===== src/rtl/amem_pkg.sv =====
// Package: shared widths, phase encoding and control-register layout for the
// asynchronous memory strobe timing engine.
package amem_pkg;

    parameter int SETUP_W = 4;   // setup count field width
    parameter int STRB_W  = 6;   // strobe count field width
    parameter int HOLD_W  = 2;   // hold count field width

    // Access phase encoding
    typedef enum logic [1:0] {
        PH_IDLE   = 2'd0,
        PH_SETUP  = 2'd1,
        PH_STROBE = 2'd2,
        PH_HOLD   = 2'd3
    } phase_e;

    // One direction's timing: setup in the LSBs, then strobe, then hold
    typedef struct packed {
        logic [HOLD_W-1:0]  hold;
        logic [STRB_W-1:0]  strobe;
        logic [SETUP_W-1:0] setup;
    } timing_t;

    // Whole control register: read timing low, write timing above, width on top
    typedef struct packed {
        logic    narrow;
        timing_t wr;
        timing_t rd;
    } cfg_t;

    localparam int CFG_BITS = $bits(cfg_t);

endpackage


===== src/rtl/amem_cfg_reg.sv =====
// Module: amem_cfg_reg
// Holds the packed control register: six timing fields and the bus-width flag.
// Assumes writes may arrive at any time; consumers copy the fields at request
// acceptance, so an update never disturbs an access already running.
module amem_cfg_reg
    import amem_pkg::*;
(
    input  logic                clk,
    input  logic                rst_n,
    input  logic                cfg_we,
    input  logic [CFG_BITS-1:0] cfg_wdata,
    output cfg_t                cfg
);

    localparam logic [SETUP_W-1:0] RST_RD_SETUP = SETUP_W'(1);
    localparam logic [STRB_W-1:0]  RST_RD_STRB  = STRB_W'(21);
    localparam logic [HOLD_W-1:0]  RST_RD_HOLD  = HOLD_W'(3);
    localparam logic [SETUP_W-1:0] RST_WR_SETUP = SETUP_W'(2);
    localparam logic [STRB_W-1:0]  RST_WR_STRB  = STRB_W'(13);
    localparam logic [HOLD_W-1:0]  RST_WR_HOLD  = HOLD_W'(3);

    cfg_t cfg_q;

    // Register update: reset to a flash-friendly timing, else load on write
    always_ff @(posedge clk) begin
        if (!rst_n) begin
            cfg_q.narrow    <= 1'b0;
            cfg_q.rd.setup  <= RST_RD_SETUP;
            cfg_q.rd.strobe <= RST_RD_STRB;
            cfg_q.rd.hold   <= RST_RD_HOLD;
            cfg_q.wr.setup  <= RST_WR_SETUP;
            cfg_q.wr.strobe <= RST_WR_STRB;
            cfg_q.wr.hold   <= RST_WR_HOLD;
        end else if (cfg_we) begin
            cfg_q <= cfg_t'(cfg_wdata);
        end
    end

    assign cfg = cfg_q;

endmodule


===== src/rtl/amem_phase_fsm.sv =====
// Module: amem_phase_fsm
// Sequences one access through setup, strobe and hold with a shared down
// counter. Copies the selected timing at start. Zero setup or hold skips that
// phase; a zero strobe count still gives one strobe cycle. Assumes start is
// only raised while the phase is idle.
module amem_phase_fsm
    import amem_pkg::*;
(
    input  logic    clk,
    input  logic    rst_n,
    input  logic    start,
    input  timing_t tim,
    output phase_e  phase,
    output logic    last_strobe,
    output logic    done
);

    localparam int CW0 = (SETUP_W > STRB_W) ? SETUP_W : STRB_W;
    localparam int CW  = (CW0 > HOLD_W) ? CW0 : HOLD_W;

    phase_e          phase_q;
    logic [CW-1:0]   cnt_q;
    timing_t         tim_q;
    logic            done_q;

    // Final counter value for a strobe field; zero is treated as one cycle
    function automatic logic [CW-1:0] strobe_last(input logic [STRB_W-1:0] s);
        return (s == '0) ? '0 : (CW'(s) - CW'(1));
    endfunction

    // Phase sequencing, phase counter and done generation
    always_ff @(posedge clk) begin
        if (!rst_n) begin
            phase_q <= PH_IDLE;
            cnt_q   <= '0;
            tim_q   <= '0;
            done_q  <= 1'b0;
        end else begin
            done_q <= 1'b0;
            unique case (phase_q)
                PH_IDLE: begin
                    if (start) begin
                        tim_q <= tim;
                        if (tim.setup != '0) begin
                            phase_q <= PH_SETUP;
                            cnt_q   <= CW'(tim.setup) - CW'(1);
                        end else begin
                            phase_q <= PH_STROBE;
                            cnt_q   <= strobe_last(tim.strobe);
                        end
                    end
                end
                PH_SETUP: begin
                    if (cnt_q == '0) begin
                        phase_q <= PH_STROBE;
                        cnt_q   <= strobe_last(tim_q.strobe);
                    end else begin
                        cnt_q <= cnt_q - CW'(1);
                    end
                end
                PH_STROBE: begin
                    if (cnt_q == '0) begin
                        if (tim_q.hold != '0) begin
                            phase_q <= PH_HOLD;
                            cnt_q   <= CW'(tim_q.hold) - CW'(1);
                        end else begin
                            phase_q <= PH_IDLE;
                            done_q  <= 1'b1;
                        end
                    end else begin
                        cnt_q <= cnt_q - CW'(1);
                    end
                end
                PH_HOLD: begin
                    if (cnt_q == '0) begin
                        phase_q <= PH_IDLE;
                        done_q  <= 1'b1;
                    end else begin
                        cnt_q <= cnt_q - CW'(1);
                    end
                end
                default: phase_q <= PH_IDLE;
            endcase
        end
    end

    assign phase       = phase_q;
    assign done        = done_q;
    assign last_strobe = (phase_q == PH_STROBE) && (cnt_q == '0);

    // Strobe is entered only from setup or straight from idle
    assert_strobe_entry_R3: assert property (@(posedge clk) disable iff (!rst_n)
        (phase_q == PH_STROBE && $past(phase_q) != PH_STROBE)
            |-> ($past(phase_q) == PH_SETUP || $past(phase_q) == PH_IDLE));

    // Hold is entered only from strobe
    assert_hold_entry_R4: assert property (@(posedge clk) disable iff (!rst_n)
        (phase_q == PH_HOLD && $past(phase_q) != PH_HOLD) |-> $past(phase_q) == PH_STROBE);

    // done is a single-cycle pulse
    assert_done_single_R8: assert property (@(posedge clk) disable iff (!rst_n)
        done_q |=> !done_q);

    // done follows the end of strobe or hold
    assert_done_source_R8: assert property (@(posedge clk) disable iff (!rst_n)
        done_q |-> ($past(phase_q) == PH_HOLD || $past(phase_q) == PH_STROBE));

endmodule


===== src/rtl/amem_datapath.sv =====
// Module: amem_datapath
// Latches direction, mapped address and write data at acceptance, drives them
// for the whole access, and captures read data on the last strobe cycle.
// Assumes accept is only raised while the phase is idle.
module amem_datapath
    import amem_pkg::*;
#(
    parameter int ADDR_W = 20,
    parameter int DW     = 32
) (
    input  logic              clk,
    input  logic              rst_n,
    input  logic              accept,
    input  logic              req_we,
    input  logic [ADDR_W-1:0] req_addr,
    input  logic [DW-1:0]     req_wdata,
    input  logic              narrow,
    input  phase_e            phase,
    input  logic              last_strobe,
    input  logic [DW-1:0]     mem_rdata,
    output logic              op_we,
    output logic [ADDR_W-3:0] mem_addr,
    output logic [DW-1:0]     mem_wdata,
    output logic              mem_doe,
    output logic [DW-1:0]     rd_data
);

    localparam int EAW = ADDR_W - 2;
    localparam int HW  = DW / 2;

    logic              we_q;
    logic              narrow_q;
    logic [EAW-1:0]    addr_q;
    logic [DW-1:0]     wdata_q;
    logic [DW-1:0]     rdata_q;
    logic [EAW-1:0]    mapped_addr;
    logic              unused_addr_lsb;

    // Address map: halfword index for the 16-bit bus, word index for 32-bit
    always_comb begin
        mapped_addr = narrow ? req_addr[EAW:1] : req_addr[EAW+1:2];
    end
    assign unused_addr_lsb = req_addr[0];

    // Request capture at acceptance
    always_ff @(posedge clk) begin
        if (!rst_n) begin
            we_q     <= 1'b0;
            narrow_q <= 1'b0;
            addr_q   <= '0;
            wdata_q  <= '0;
        end else if (accept) begin
            we_q     <= req_we;
            narrow_q <= narrow;
            addr_q   <= mapped_addr;
            wdata_q  <= narrow ? {{(DW-HW){1'b0}}, req_wdata[HW-1:0]} : req_wdata;
        end
    end

    // Read capture at the end of the last strobe cycle
    always_ff @(posedge clk) begin
        if (!rst_n) begin
            rdata_q <= '0;
        end else if (last_strobe && !we_q) begin
            rdata_q <= narrow_q ? {{(DW-HW){1'b0}}, mem_rdata[HW-1:0]} : mem_rdata;
        end
    end

    assign op_we     = we_q;
    assign mem_addr  = addr_q;
    assign mem_wdata = wdata_q;
    assign mem_doe   = we_q && (phase != PH_IDLE);
    assign rd_data   = rdata_q;

    // Read data changes only after a read's last strobe cycle
    assert_rd_capture_R7: assert property (@(posedge clk) disable iff (!rst_n)
        !$stable(rdata_q) |-> $past(last_strobe && !we_q));

    // Address is frozen across consecutive busy cycles
    assert_addr_frozen_R9: assert property (@(posedge clk) disable iff (!rst_n)
        (phase != PH_IDLE && $past(phase) != PH_IDLE) |-> $stable(addr_q));

    // In narrow mode the upper data half stays zero
    assert_narrow_upper_R12: assert property (@(posedge clk) disable iff (!rst_n)
        (narrow_q && phase != PH_IDLE) |-> (wdata_q[DW-1:HW] == '0));

endmodule


===== src/rtl/amem_timing_ctrl.sv =====
// Module: amem_timing_ctrl (top)
// Asynchronous memory strobe timing engine for one region. Accepts a request
// when idle, selects read or write timing from the control register, and
// decodes the phase into active-low chip, output and write enables.
// Assumes a single requester; requests while busy are dropped.
module amem_timing_ctrl
    import amem_pkg::*;
#(
    parameter int ADDR_W = 20,
    parameter int DW     = 32
) (
    input  logic                clk,
    input  logic                rst_n,
    input  logic                cfg_we,
    input  logic [CFG_BITS-1:0] cfg_wdata,
    input  logic                req,
    input  logic                req_we,
    input  logic [ADDR_W-1:0]   req_addr,
    input  logic [DW-1:0]       req_wdata,
    output logic                busy,
    output logic                done,
    output logic [DW-1:0]       rd_data,
    output logic                mem_ce_n,
    output logic                mem_oe_n,
    output logic                mem_we_n,
    output logic [ADDR_W-3:0]   mem_addr,
    output logic [DW-1:0]       mem_wdata,
    output logic                mem_doe,
    input  logic [DW-1:0]       mem_rdata
);

    cfg_t    cfg;
    timing_t tim_sel;
    phase_e  phase;
    logic    accept;
    logic    last_strobe;
    logic    op_we;
    logic    in_strobe;

    amem_cfg_reg u_cfg (
        .clk       (clk),
        .rst_n     (rst_n),
        .cfg_we    (cfg_we),
        .cfg_wdata (cfg_wdata),
        .cfg       (cfg)
    );

    // Acceptance and timing selection by direction
    always_comb begin
        accept  = req && (phase == PH_IDLE);
        tim_sel = req_we ? cfg.wr : cfg.rd;
    end

    amem_phase_fsm u_fsm (
        .clk         (clk),
        .rst_n       (rst_n),
        .start       (accept),
        .tim         (tim_sel),
        .phase       (phase),
        .last_strobe (last_strobe),
        .done        (done)
    );

    amem_datapath #(
        .ADDR_W (ADDR_W),
        .DW     (DW)
    ) u_dp (
        .clk         (clk),
        .rst_n       (rst_n),
        .accept      (accept),
        .req_we      (req_we),
        .req_addr    (req_addr),
        .req_wdata   (req_wdata),
        .narrow      (cfg.narrow),
        .phase       (phase),
        .last_strobe (last_strobe),
        .mem_rdata   (mem_rdata),
        .op_we       (op_we),
        .mem_addr    (mem_addr),
        .mem_wdata   (mem_wdata),
        .mem_doe     (mem_doe),
        .rd_data     (rd_data)
    );

    // Strobe decode from the registered phase
    always_comb begin
        in_strobe = (phase == PH_STROBE);
        busy      = (phase != PH_IDLE);
        mem_ce_n  = (phase == PH_IDLE);
        mem_oe_n  = !(in_strobe && !op_we);
        mem_we_n  = !(in_strobe && op_we);
    end

    // Completion is reported with the memory deselected and the engine free
    assert_done_idle_R8: assert property (@(posedge clk) disable iff (!rst_n)
        done |-> (mem_ce_n && !busy));

    // An access begins in the cycle after acceptance
    assert_start_next_R2: assert property (@(posedge clk) disable iff (!rst_n)
        (req && !busy) |=> !mem_ce_n);

    // A request while busy does not extend or restart the access
    assert_busy_drop_R9: assert property (@(posedge clk) disable iff (!rst_n)
        (req && busy && !done) |=> $stable(mem_addr) || $past(done));

endmodule


===== config.mk =====
export PLATFORM = sky130hd
export DESIGN_NAME = amem_timing_ctrl
export DESIGN_NICKNAME = d
export VERILOG_FILES = /design/src/rtl/amem_pkg.sv /design/src/rtl/amem_cfg_reg.sv /design/src/rtl/amem_phase_fsm.sv /design/src/rtl/amem_datapath.sv /design/src/rtl/amem_timing_ctrl.sv
export SDC_FILE = /design/constraint.sdc
export NUM_CORES = 1
export LEC_CHECK = 0
export ABC_CLOCK_PERIOD_IN_PS = 2400
export BUFFER_PORTS_ARGS = -buffer_cell sky130_fd_sc_hd__buf_4
export CORE_UTILIZATION = 45
export CTS_CLUSTER_DIAMETER = 80
export DETAILED_ROUTE_END_ITERATION = 7
export PLACE_DENSITY_LB_ADDON = 0.05
export SLEW_MARGIN = 25
export SYNTH_ARGS = -nofsm -noshare
export SYNTH_HDL_FRONTEND = slang
export SYNTH_SLANG_ARGS = --single-unit

===== constraint.sdc =====
create_clock -name clk -period 2.4 [get_ports clk]
set_input_delay 0 -clock clk [delete_from_list [all_inputs] [get_ports clk]]
set_output_delay 0 -clock clk [all_outputs]
set_load 0.01 [all_outputs]

==> metrics, run 1 <==
result of the run=completed; leakage power total=3.84 nW; worst hold path class=input pin to flop; top-area cell type share of the netlist area=0.457; leading area contributor after synthesis=sky130_fd_sc_hd__dfxtp_1; Rel. slew slack=0.620; vias in the first global route=5575; final-stage net count=between 1000 and 1500; Clk pin slew, worst setup/hold paths=0.05 ns; top cells by count, synth=126 x sky130_fd_sc_hd__dfxtp_1, 121 x sky130_fd_sc_hd__nand2_1, 75 x sky130_fd_sc_hd__a21oi_1; leading cell types by total area after synthesis=sky130_fd_sc_hd__dfxtp_1 46%, sky130_fd_sc_hd__mux2i_1 9.6%, sky130_fd_sc_hd__nand2_1 8.2%; sum of buffers and inverters on the critical path=2; HPWL after detailed placement=roughly 10000 um; number of maximum-capacitance constraint violations=0; final worst path period share=0.860; ports placed on the boundary=roughly 200; core box area=~0.012 sq mm; multi-input logic area=0.00274 sq mm; CP Capture Type=flop; clock period minus worst slack=2.06 ns; Rows=40; diode count=0; largest incremental delay on the critical path=~0.55 ns; RSZ-0062 raised after global routing=no; Synth async-reset ratio=0; Max Fanout on Critical Path=10; arrival time reported for the critical path endpoint=around 2.4 ns; DRT Pass-1 Iters=4; number of endpoints with negative hold slack in the final report=0; syn_area_per_cell=between 8 and 9 sq um; global-route wire length before repair=roughly 26000 um; Net Switching=0.00207 W; clock sink count=126; initial antenna violation count=0; Crit path required time=2.69 ns; warnings from Yosys=0; switching part of the total=0.297; worst skew pair latency=between 0.4 and 0.5 ns; CTS Root Buffer Type=sky130_fd_sc_hd__clkbuf_16; overall fraction of global-route tracks in use=0.261; die width=around 110 um; startpoint type of the worst setup path=flop; maximum vdd ir drop=0.536 mV; largest family of logic cells by synthesized area=simple AND/OR/NAND/NOR gates; number of synthesized register bits=between 100 and 150; portion of netlist area occupied by mux cells=0.101; number of vias after detailed routing=about 5700; post-synthesis instance total=634; RD Place Congestion=a little under 0.9; ANT nets after route=0; most used flip-flop cell after synthesis=sky130_fd_sc_hd__dfxtp_1; growth of design area from synthesis to finish=62.5%; transition time at the pin with the least slew margin=roughly 0.56 ns; share of synthesized area occupied by flip-flops and latches=0.457; arithmetic-cell share of the synthesized area counting full adders, half adders and majority gates=0.0204; combinational share of power=0.280; routed len/inst=approximately 15 um; wirelength, routed=roughly 16000 um; flip-flop and latch area=0.00252 sq mm; detailed-route vias per instance=5.14; Post-Route Skew=between 0.008 and 0.009 ns; DRC violation total after the first TritonRoute iteration=around 340; cell-by-cell trace of the critical path=inv_1 -> ha_1 -> nor2b_1 -> nand2_1 -> nor3_1 -> a31oi_1 -> a21oi_1 -> dlygate4sd3_1; fraction of final layout cells with drive strength greater than 1=0.265; max-slew violation count=0; # fillers=about 840; CTS tree=done; power density relative to cell area=~800 mW/mm^2; Unique masters post-synth=56; vertical die dimension=113 um; EDFF count, synth=0; count of endpoints failing setup in the final report=0; largest net degree at the start of global routing=54; fmax=0.485 GHz; total die area=0.0127 sq mm; Post-Synth XOR/XNOR Area=0.00952; number of gates resized after cts=0; Seq pwr share=0.363; Port Buffers=200; Slowest cell on crit path=sky130_fd_sc_hd__dlygate4sd3_1; post-synthesis compound-gate area fraction=0.164; post-layout power=between 0.006 and 0.007 W; share of power burned in the clock network=0.358; Setup TNS Final=0 ns; cell area after synthesis=about 0.0055 sq mm; Initial Util=0.460; synthesized-area fraction occupied by and/or/nand/nor cells=0.201; CP delay by family, top=buffers and inverters; level count of the clock H-tree=4; total congestion overflow=0; Crit Path Class=flop to flop; number of buffers on the longest clock path=2; Internal Power=approximately 0.0049 W; Post-Synthesis Net Count=about 760; drt drc=0; CTS buffer count=17; most used standard cell by instance count after synthesis=sky130_fd_sc_hd__dfxtp_1
## power by group through the flow
| stage | clock network, W | registers (W) | logic (W) |
|---|---|---|---|
| 2_1_floorplan | 0 | 0.00258 | 0.00106 |
| 3_3_place_gp | 0 | 0.00255 | 0.00171 |
| 3_5_place_dp | 0 | 0.00257 | 0.00174 |
| 4_1_cts | 0.00254 | 0.00252 | 0.00193 |
| 5_1_grt | 0.00264 | 0.00256 | 0.00213 |
| 6_report | 0.00250 | 0.00253 | 0.00195 |
## layout make-up
class	count	area share
Clock buffer	26	0.0601
Inverter	15	0.00641
Sequential cell	126	0.281
Tap cell	147	0.0205
Timing Repair Buffer	339	0.321
Multi-Input combinational cell	449	0.305
Clock inverter	4	0.00558
## stage by stage
step	area, sq um	util	setup slack [ns]	instances	hold WS, ns
3_3_place_gp	7090	0.591	0.398	947	0.216
4_1_cts	8970	0.747	0.357	1106	0.00679
6_report	8970	0.747	0.336	1106	0.0266
2_1_floorplan	5520	-	0.682	634	0.128
3_5_place_dp	7090	0.591	0.369	947	0.220
5_1_grt	8970	0.747	0.176	1106	0.0314
## routing by layer
layer / track usage / share of wire
met5: 0 / 0
met1: 0.308 / 0.43
met2: 0.451 / 0.49
met4: 0.112 / 0.022
met3: 0.0643 / 0.056
## placed cells by master (no fill, tap or decap), types with 2 or more instances in the layout
cell type,instances
sky130_fd_sc_hd__nand3_1,6
sky130_fd_sc_hd__or3_1,2
sky130_fd_sc_hd__a2111oi_0,2
sky130_fd_sc_hd__nor2b_1,3
sky130_fd_sc_hd__a211o_1,3
sky130_fd_sc_hd__buf_4,209
sky130_fd_sc_hd__clkbuf_16,17
sky130_fd_sc_hd__a31oi_1,4
sky130_fd_sc_hd__nor2_1,45
sky130_fd_sc_hd__o211ai_1,2
sky130_fd_sc_hd__mux2i_1,53
sky130_fd_sc_hd__o21ai_0,9
sky130_fd_sc_hd__mux2i_2,2
sky130_fd_sc_hd__nor3_1,7
sky130_fd_sc_hd__and3b_1,2
sky130_fd_sc_hd__a211oi_1,27
sky130_fd_sc_hd__ha_1,9
sky130_fd_sc_hd__o31ai_1,3
sky130_fd_sc_hd__nand3b_1,33
sky130_fd_sc_hd__nand2_1,121
sky130_fd_sc_hd__o21a_1,2
sky130_fd_sc_hd__inv_2,3
sky130_fd_sc_hd__clkinv_2,2
sky130_fd_sc_hd__xor2_1,5
sky130_fd_sc_hd__and2_1,2
sky130_fd_sc_hd__clkinvlp_4,2
sky130_fd_sc_hd__dlygate4sd3_1,129
sky130_fd_sc_hd__clkbuf_8,8
sky130_fd_sc_hd__a21o_1,3
sky130_fd_sc_hd__a21oi_1,75
sky130_fd_sc_hd__dfxtp_1,126
sky130_fd_sc_hd__o2111ai_1,2
sky130_fd_sc_hd__o21ai_1,2
sky130_fd_sc_hd__inv_1,11
sky130_fd_sc_hd__a221oi_1,2
## final timing paths
path | from | endpoint | slack, ns | cells after the start
hold reg to reg | u_dp.mem_wdata[18]$_SDFFE_PN0P_ | u_dp.mem_wdata[18]$_SDFFE_PN0P_ | 0.45 | 2
hold / removal | req_we | u_dp.op_we$_SDFFE_PN0P_ | 0.03 | 3
setup reg to reg | u_fsm.cnt_q[0]$_SDFFE_PN0P_ | u_fsm.phase[0]$_SDFFE_PN0P_ | 0.34 | 8
setup / recovery | u_fsm.cnt_q[0]$_SDFFE_PN0P_ | u_fsm.phase[0]$_SDFFE_PN0P_ | 0.34 | 8
## flip-flops by register name, summed over array words and instances (netlist names)
register / cells
u_dp.narrow_q: 1
u_fsm.done: 1
u_fsm.cnt_q: 6
u_fsm.tim_q: 8
u_cfg.cfg: 25
u_dp.mem_addr: 18
u_fsm.phase: 2
u_dp.op_we: 1
u_dp.rd_data: 32
u_dp.mem_wdata: 32
## worst reg2reg max path, cell delays in order, from the launching register on
cell                            delay [ns]
sky130_fd_sc_hd__dfxtp_1              0.39
sky130_fd_sc_hd__inv_1                0.09
sky130_fd_sc_hd__ha_1                 0.19
sky130_fd_sc_hd__nor2b_1              0.15
sky130_fd_sc_hd__nand2_1              0.27
sky130_fd_sc_hd__nor3_1               0.08
sky130_fd_sc_hd__a31oi_1              0.15
sky130_fd_sc_hd__a21oi_1              0.08
sky130_fd_sc_hd__dlygate4sd3_1        0.55
## timing repair
| item | in CTS | in global routing |
|---|---|---|
| buffers inserted | 0 | 0 |
| endpoints found under the hold margin | 114 | 0 |
| hold buffers | 129 | 0 |
## cells by family (layout without fill, tap and decap cells)
kind of cell | Yosys count | count (layout)
AND/OR/NAND/NOR | 233 | 233
AO/OA/AOI/OAI | 146 | 146
flip-flops | 126 | 126
buffers and inverters | 59 | 384
multiplexers | 55 | 55
adder cells (fa/ha/maj) | 9 | 9
XOR/XNOR | 6 | 6
Note: power is estimated with default switching activity, not from simulation.
==> run 2: changes to the inputs <==
ABC_CLOCK_PERIOD_IN_PS = 2150   (was 2400)
SYNTH_HIERARCHICAL = 1   (was default)
clock period = 2.15 ns   (was 2.4 ns; I/O delays follow)
==> run 2 against run 1 <==
  * Area after synthesis rose by 7.3%
  * Clock-buffer cell count did not move
  * Die area rose by 7.2%
==> metrics, run 2 <==
result of the run=completed; count of endpoints failing setup in the final report=0 (unchanged); # fillers=922 (+9.6%); overall fraction of global-route tracks in use=0.244 (-0.0169); most used standard cell by instance count after synthesis=sky130_fd_sc_hd__dfxtp_1; Unique masters post-synth=57 (+1.8%); post-synthesis instance total=623 (-1.7%); placed instance count=975 (+3.0%); Clk pin slew, worst setup/hold paths=0.05 ns (about the same); vias in the first global route=5349 (-4.1%); Port Buffers=200 (unchanged); number of vias after detailed routing=5581 (-1.7%); syn_area_per_cell=9.52 sq um (+9.2%); level count of the clock H-tree=4 (unchanged); number of maximum-capacitance constraint violations=0 (unchanged); global-route wire length before repair=25600 um (-3.0%); final-stage net count=1063 (-0.75%); post-layout power=0.00916 W (+31%); leading cell type in the layout, fill and taps excluded=sky130_fd_sc_hd__buf_4; worst hold start=rst_n; initial antenna violation count=0 (unchanged); HPWL after detailed placement=10600 um (+5.7%); core box area=0.0127 sq mm (+5.9%); Max Fanout on Critical Path=16 (+6); crit path from=u_fsm/cnt_q[0]$_SDFFE_PN0P_; number of synthesized register bits=126 (unchanged); wirelength, routed=16900 um (+3.3%); worst skew pair latency=0.41 ns (about the same); startpoint type of the worst setup path=flop; Post-Route Skew=0.00812 ns (-0.000114 ns); largest incremental delay on the critical path=0.45 ns (-0.10 ns); ANT nets after route=0 (unchanged); Synth async-reset ratio=0 (unchanged); arrival time reported for the critical path endpoint=2.40 ns (+0.04 ns); growth of design area from synthesis to finish=59.5%; EDFF count, synth=0 (unchanged); final worst path period share=0.962 (+0.102); largest net degree at the start of global routing=66 (+22%); total congestion overflow=0 (unchanged); CP Capture Type=flop; DRT Pass-1 Iters=4 (unchanged); worst setup timing slack at the placement stage=-0.128 ns (-0.498 ns); most used flip-flop cell after synthesis=sky130_fd_sc_hd__dfxtp_1; clock sink count=126 (unchanged); transition time at the pin with the least slew margin=0.595 ns (+0.0390 ns); filler-free cell count of the finished design=1123 (+1.5%); leading area contributor after synthesis=sky130_fd_sc_hd__dfxtp_1; startpoint of the worst-slack reg-to-reg timing path=u_fsm/cnt_q[0]$_SDFFE_PN0P_; number of buffers on the longest clock path=2 (unchanged); diode count=0 (unchanged); Slowest cell on crit path=sky130_fd_sc_hd__or4b_4; leading cell types by total area after synthesis=sky130_fd_sc_hd__dfxtp_1 43%, sky130_fd_sc_hd__mux2i_1 11%, sky130_fd_sc_hd__nor2b_1 6.9%; Crit Path Class=flop to flop; CTS Root Buffer Type=sky130_fd_sc_hd__clkbuf_16; Post-Synthesis Net Count=747 (-1.3%); top-area cell type share of the netlist area=0.425 (-0.0312); most used cells in the layout excluding fill and tap cells=217 x sky130_fd_sc_hd__buf_4, 125 x sky130_fd_sc_hd__dfxtp_1, 114 x sky130_fd_sc_hd__dlygate4sd3_1; drt drc=0 (unchanged); DRC violation total after the first TritonRoute iteration=313 (-8.7%); Rel. slew slack=0.603 (-0.0164); Setup TNS Final=0 ns (unchanged); Crit path required time=2.48 ns (-0.21 ns); number of endpoints with negative hold slack in the final report=0 (unchanged); share of synthesized area occupied by flip-flops and latches=0.425 (-0.0312); CTS tree=done; top cells by count, synth=126 x sky130_fd_sc_hd__dfxtp_1, 66 x sky130_fd_sc_hd__mux2i_1, 66 x sky130_fd_sc_hd__nand2_1; leakage power total=4.07 nW (+5.8%); routed len/inst=15.0 um (+1.8%); die width=117 um (+3.5%); fraction of final layout cells with drive strength greater than 1=0.300 (+0.0348); ports placed on the boundary=202 (unchanged); fmax=0.484 GHz (-0.19%); slack of the worst reg-to-reg path=0.08 ns (-0.25 ns); CTS buffer count=17 (unchanged); Rows=41 (+2.5%); cell-by-cell trace of the critical path=inv_2 -> ha_4 -> or4b_4 -> nand2b_4 -> nor3_4 -> nor2b_4 -> buf_12 -> buf_16 -> nand2_1 -> a21boi_1; Initial Util=0.466 (+0.00618); cell area after synthesis=0.00593 sq mm (+7.3%); fin util=0.743 (-0.00407); total die area=0.0136 sq mm (+7.2%); detailed-route vias per instance=4.97 (-3.2%); worst path setup slack after routing=0.0822 ns (-0.254 ns); clock period minus worst slack=2.07 ns (+0.00392 ns); RD Place Congestion=0.863 (-2.9%); max-slew violation count=0 (unchanged); vertical die dimension=117 um (+3.5%); power density relative to cell area=969 mW/mm^2 (+25%); worst hold path class=input pin to flop; maximum vdd ir drop=0.475 mV (-11%); warnings from Yosys=6 (+6)
==> run 2: layout make-up <==
class | count | area [sq um] | area share
tap | 172 | 215 | 0.0228
multi-input combinational | 442 | 3100 | 0.328
clock inverter | 5 | 125 | 0.0132
sequential | 126 | 2520 | 0.267
inverter | 14 | 52.6 | 0.00556
clock buffer | 26 | 519 | 0.0549
timing repair buffer | 338 | 2920 | 0.309
==> run 2: final timing paths <==
kind,end,depth (start not counted)
min reg2reg,u_dp/rd_data[31]$_SDFFE_PN0P_,2
min,u_cfg/cfg[6]$_SDFFE_PN1P_,2
max,u_dp/rd_data[15]$_SDFFE_PN0P_,10
max reg2reg,u_dp/rd_data[15]$_SDFFE_PN0P_,10
==> run 2: stage by stage <==
stage / hold WS (ns) / instance area (sq um)
finish: 0.0351 / 9450
global route: 0.0794 / 9450
CTS: 0.0270 / 9420
detailed placement: 0.221 / 7580
global placement: 0.215 / 7580
floorplan: 0.128 / 5930
==> run 2: power by group <==
| group | leakage [nW] | internal [W] | switching (W) |
|---|---|---|---|
| sequential | 1.03 | 0.00268 | 0.000247 |
| clock | 0.317 | 0.00212 | 0.000972 |
| combinational | 2.72 | 0.00160 | 0.00155 |
| total | 4.07 | 0.00639 | 0.00277 |
==> run 2: timing repair <==
action	4_1_cts	5_1_grt
pin swaps	0	2
hold endpoints to repair	107	0
hold buffers	114	0
setup endpoints to repair	29	37
buffers inserted	1	1
resized for setup	3	18
cloned	1	0
==> run 2: layer usage <==
| metal | vias up | track usage | routed length, um |
|---|---|---|---|
| met2 | 191 | 0.427 | 8390 |
| met5 | - | 0 | 0 |
| met3 | 27 | 0.0577 | 1050 |
| met1 | 2583 | 0.284 | 7050 |
| li1 | 2780 | - | - |
| met4 | 0 | 0.107 | 374 |
==> run 2: worst max-delay path, delay by kind of cell, from the launching register on <==
| kind | cells | cell delay [ns] |
|---|---|---|
| adder cells (fa/ha/maj) | 1 | 0.13 |
| AO/OA/AOI/OAI | 1 | 0.15 |
| AND/OR/NAND/NOR | 5 | 1.04 |
| flip-flops | 1 | 0.33 |
| buffers and inverters | 3 | 0.34 |
==> run 2: cells by family (layout without fill, tap and decap cells) <==
family,count (synthesis),count (layout),share of synthesized area
compound gates,135,135,0.143
xor+xnor,9,9,0.0133
fa+ha+maj,10,10,0.0211
buf+inv,55,383,0.0583
flops,126,126,0.425
mux,80,80,0.144
simple gates,208,208,0.194
==> run 3: changes to the inputs <==
HOLD_SLACK_MARGIN = 0.05   (was default)
PLACE_DENSITY = 0.78   (was default)
PLACE_DENSITY_LB_ADDON = default   (was 0.05)
==> run 3 against run 2 <==
  * Via count grew 4.3%
  * Maximum frequency shrank 1.6%
  * Non-clock buffer count shrank 1
  * Clock skew grew 0.0019 ns
  * Critical path depth is the same
  * Sequential share of layout area grew 0.12 points
  * Hold slack gained 0.055 ns
  * Core utilization shrank 0.37 points
  * Final cell count shrank 0.18%
  * Highest routed layer unchanged
  * Die area is the same
==> metrics, run 3 (synthesis results as in run 2) <==
global-route wire length before repair=28400 um (+11%); Crit Path Class=flop to flop; fraction of final layout cells with drive strength greater than 1=0.299 (-0.000422); worst skew pair latency=0.41 ns (about the same); DRT Pass-1 Iters=5 (+1); overall fraction of global-route tracks in use=0.273 (+0.0287); result of the run=completed; Crit path required time=2.48 ns (about the same); initial antenna violation count=0 (unchanged); ANT nets after route=0 (unchanged); core box area=0.0127 sq mm (unchanged); Clk pin slew, worst setup/hold paths=0.06 ns (about the same); Slowest cell on crit path=sky130_fd_sc_hd__or4b_4; power density relative to cell area=959 mW/mm^2 (-1.0%); # fillers=825 (-11%); leakage power total=4.03 nW (-0.83%); number of maximum-capacitance constraint violations=0 (unchanged); ports placed on the boundary=202 (unchanged); Area after DPL=0.00754 sq mm (-0.46%); HPWL after detailed placement=11000 um (+3.2%); Port Buffers=200 (unchanged); number of vias after detailed routing=5822 (+4.3%); level count of the clock H-tree=4 (unchanged); Post-Route Skew=0.00997 ns (+0.00185 ns); clock sink count=126 (unchanged); CTS tree=done; final worst path period share=0.977 (+0.0152); cell-by-cell trace of the critical path=inv_2 -> ha_2 -> or4b_4 -> nand2b_4 -> nor3_4 -> nor2b_4 -> buf_6 -> clkbuf_16 -> nand2_1 -> a21boi_1; DRC violation total after the first TritonRoute iteration=389 (+24%); detailed-route vias per instance=5.19 (+4.5%); fmax=0.476 GHz (-1.6%); arrival time reported for the critical path endpoint=2.43 ns (+0.03 ns); routed len/inst=16.9 um (+13%); Worst Hold Margin=0.0903 ns (+0.0552 ns); sum of buffers and inverters on the critical path=3 (unchanged); growth of design area from synthesis to finish=58.7%; transition time at the pin with the least slew margin=0.596 ns (+0.00108 ns); total congestion overflow=0 (unchanged); worst hold path class=input pin to flop; Max Fanout on Critical Path=8 (-8); largest incremental delay on the critical path=0.46 ns (about the same); final-stage net count=1062 (-0.094%); leading cell type in the layout, fill and taps excluded=sky130_fd_sc_hd__buf_4; wirelength, routed=18900 um (+12%); vias in the first global route=5936 (+11%); die width=117 um (unchanged); clock period minus worst slack=2.10 ns (+0.0326 ns); number of buffers on the longest clock path=2 (unchanged); most used cells in the layout excluding fill and tap cells=214 x sky130_fd_sc_hd__buf_4, 126 x sky130_fd_sc_hd__dfxtp_1, 116 x sky130_fd_sc_hd__dlygate4sd3_1; multi-input logic area=0.00311 sq mm (+0.44%); final standard cell area without fillers=0.00941 sq mm (-0.50%); max-slew violation count=0 (unchanged); CP delay by family, top=simple AND/OR/NAND/NOR gates; CTS buffer count=17 (unchanged); CP Capture Type=flop; maximum vdd ir drop=0.641 mV (+35%); Rel. slew slack=0.601 (-0.00219); RD Place Congestion=0.836 (-3.1%); total die area=0.0136 sq mm (unchanged); drt drc=0 (unchanged); largest net degree at the start of global routing=75 (+14%); CTS Root Buffer Type=sky130_fd_sc_hd__clkbuf_16; diode count=0 (unchanged); count of endpoints failing setup in the final report=0 (unchanged); number of endpoints with negative hold slack in the final report=0 (unchanged); Rows=41 (unchanged); flip-flop and latch area=0.00252 sq mm (about the same); Initial Util=0.466 (unchanged); startpoint type of the worst setup path=flop; vertical die dimension=117 um (unchanged)
==> run 3: metal layers <==
metal	GRT usage	vias to the layer above	routed length (um)
met3	0.0850	58	1120
li1	-	2782	-
met5	0	-	0
met1	0.278	2767	7240
met2	0.490	215	9910
met4	0.163	0	681
==> run 3: layout make-up <==
class / instances / share of cell area
tap: 172 / 0.0229
inverter: 14 / 0.00559
timing repair buffer: 337 / 0.310
clock buffer: 24 / 0.0512
multi-input combinational: 442 / 0.331
clock inverter: 6 / 0.0116
sequential: 126 / 0.268
==> run 3: final timing paths <==
check	start	to	slack [ns]	cells after the start
worst max-delay path	u_fsm/cnt_q[0]$_SDFFE_PN0P_	u_dp/rd_data[2]$_SDFFE_PN0P_	0.05	10
worst min register to register	u_dp/rd_data[15]$_SDFFE_PN0P_	u_dp/rd_data[15]$_SDFFE_PN0P_	0.46	2
worst max register to register	u_fsm/cnt_q[0]$_SDFFE_PN0P_	u_dp/rd_data[2]$_SDFFE_PN0P_	0.05	10
worst min-delay path	cfg_we	u_cfg/cfg[23]$_SDFFE_PN1P_	0.09	3
==> run 3: worst reg2reg max path, delay by kind of cell (launching register included) <==
kind | cells | cell delay, ns
simple gates | 5 | 1.01
flops | 1 | 0.32
compound gates | 1 | 0.14
buf+inv | 3 | 0.37
fa+ha+maj | 1 | 0.19
==> run 3: per-stage QoR <==
stage / power, W / TNS, ns / utilization / worst slack (ns) / instances
global route: 0.00946 / -0.115 / 0.739 / -0.0224 / 1121
CTS: 0.00891 / -0.0471 / 0.734 / -0.0168 / 1119
detailed placement: 0.00579 / 0 / 0.593 / 0.0294 / 972
floorplan: 0.00478 / -0.00677 / - / -0.000677 / 623
global placement: 0.00568 / 0 / 0.593 / 0.101 / 972
finish: 0.00902 / 0 / 0.739 / 0.0495 / 1121
==> run 3: where the power goes <==
group | switching (W) | internal (W) | leakage, nW
sequential | 0.000264 | 0.00268 | 1.03
clock | 0.000997 | 0.00190 | 0.290
combinational | 0.00162 | 0.00157 | 2.71
==> run 3: timing repair <==
item                                    4_1_cts  5_1_grt
endpoints found under the setup margin        4       40
pin swaps                                     0        4
gates cloned                                  1        1
hold endpoints to repair                    109        0
buffers inserted                              0        1
gates resized for setup                       2       22
hold buffers                                116        0
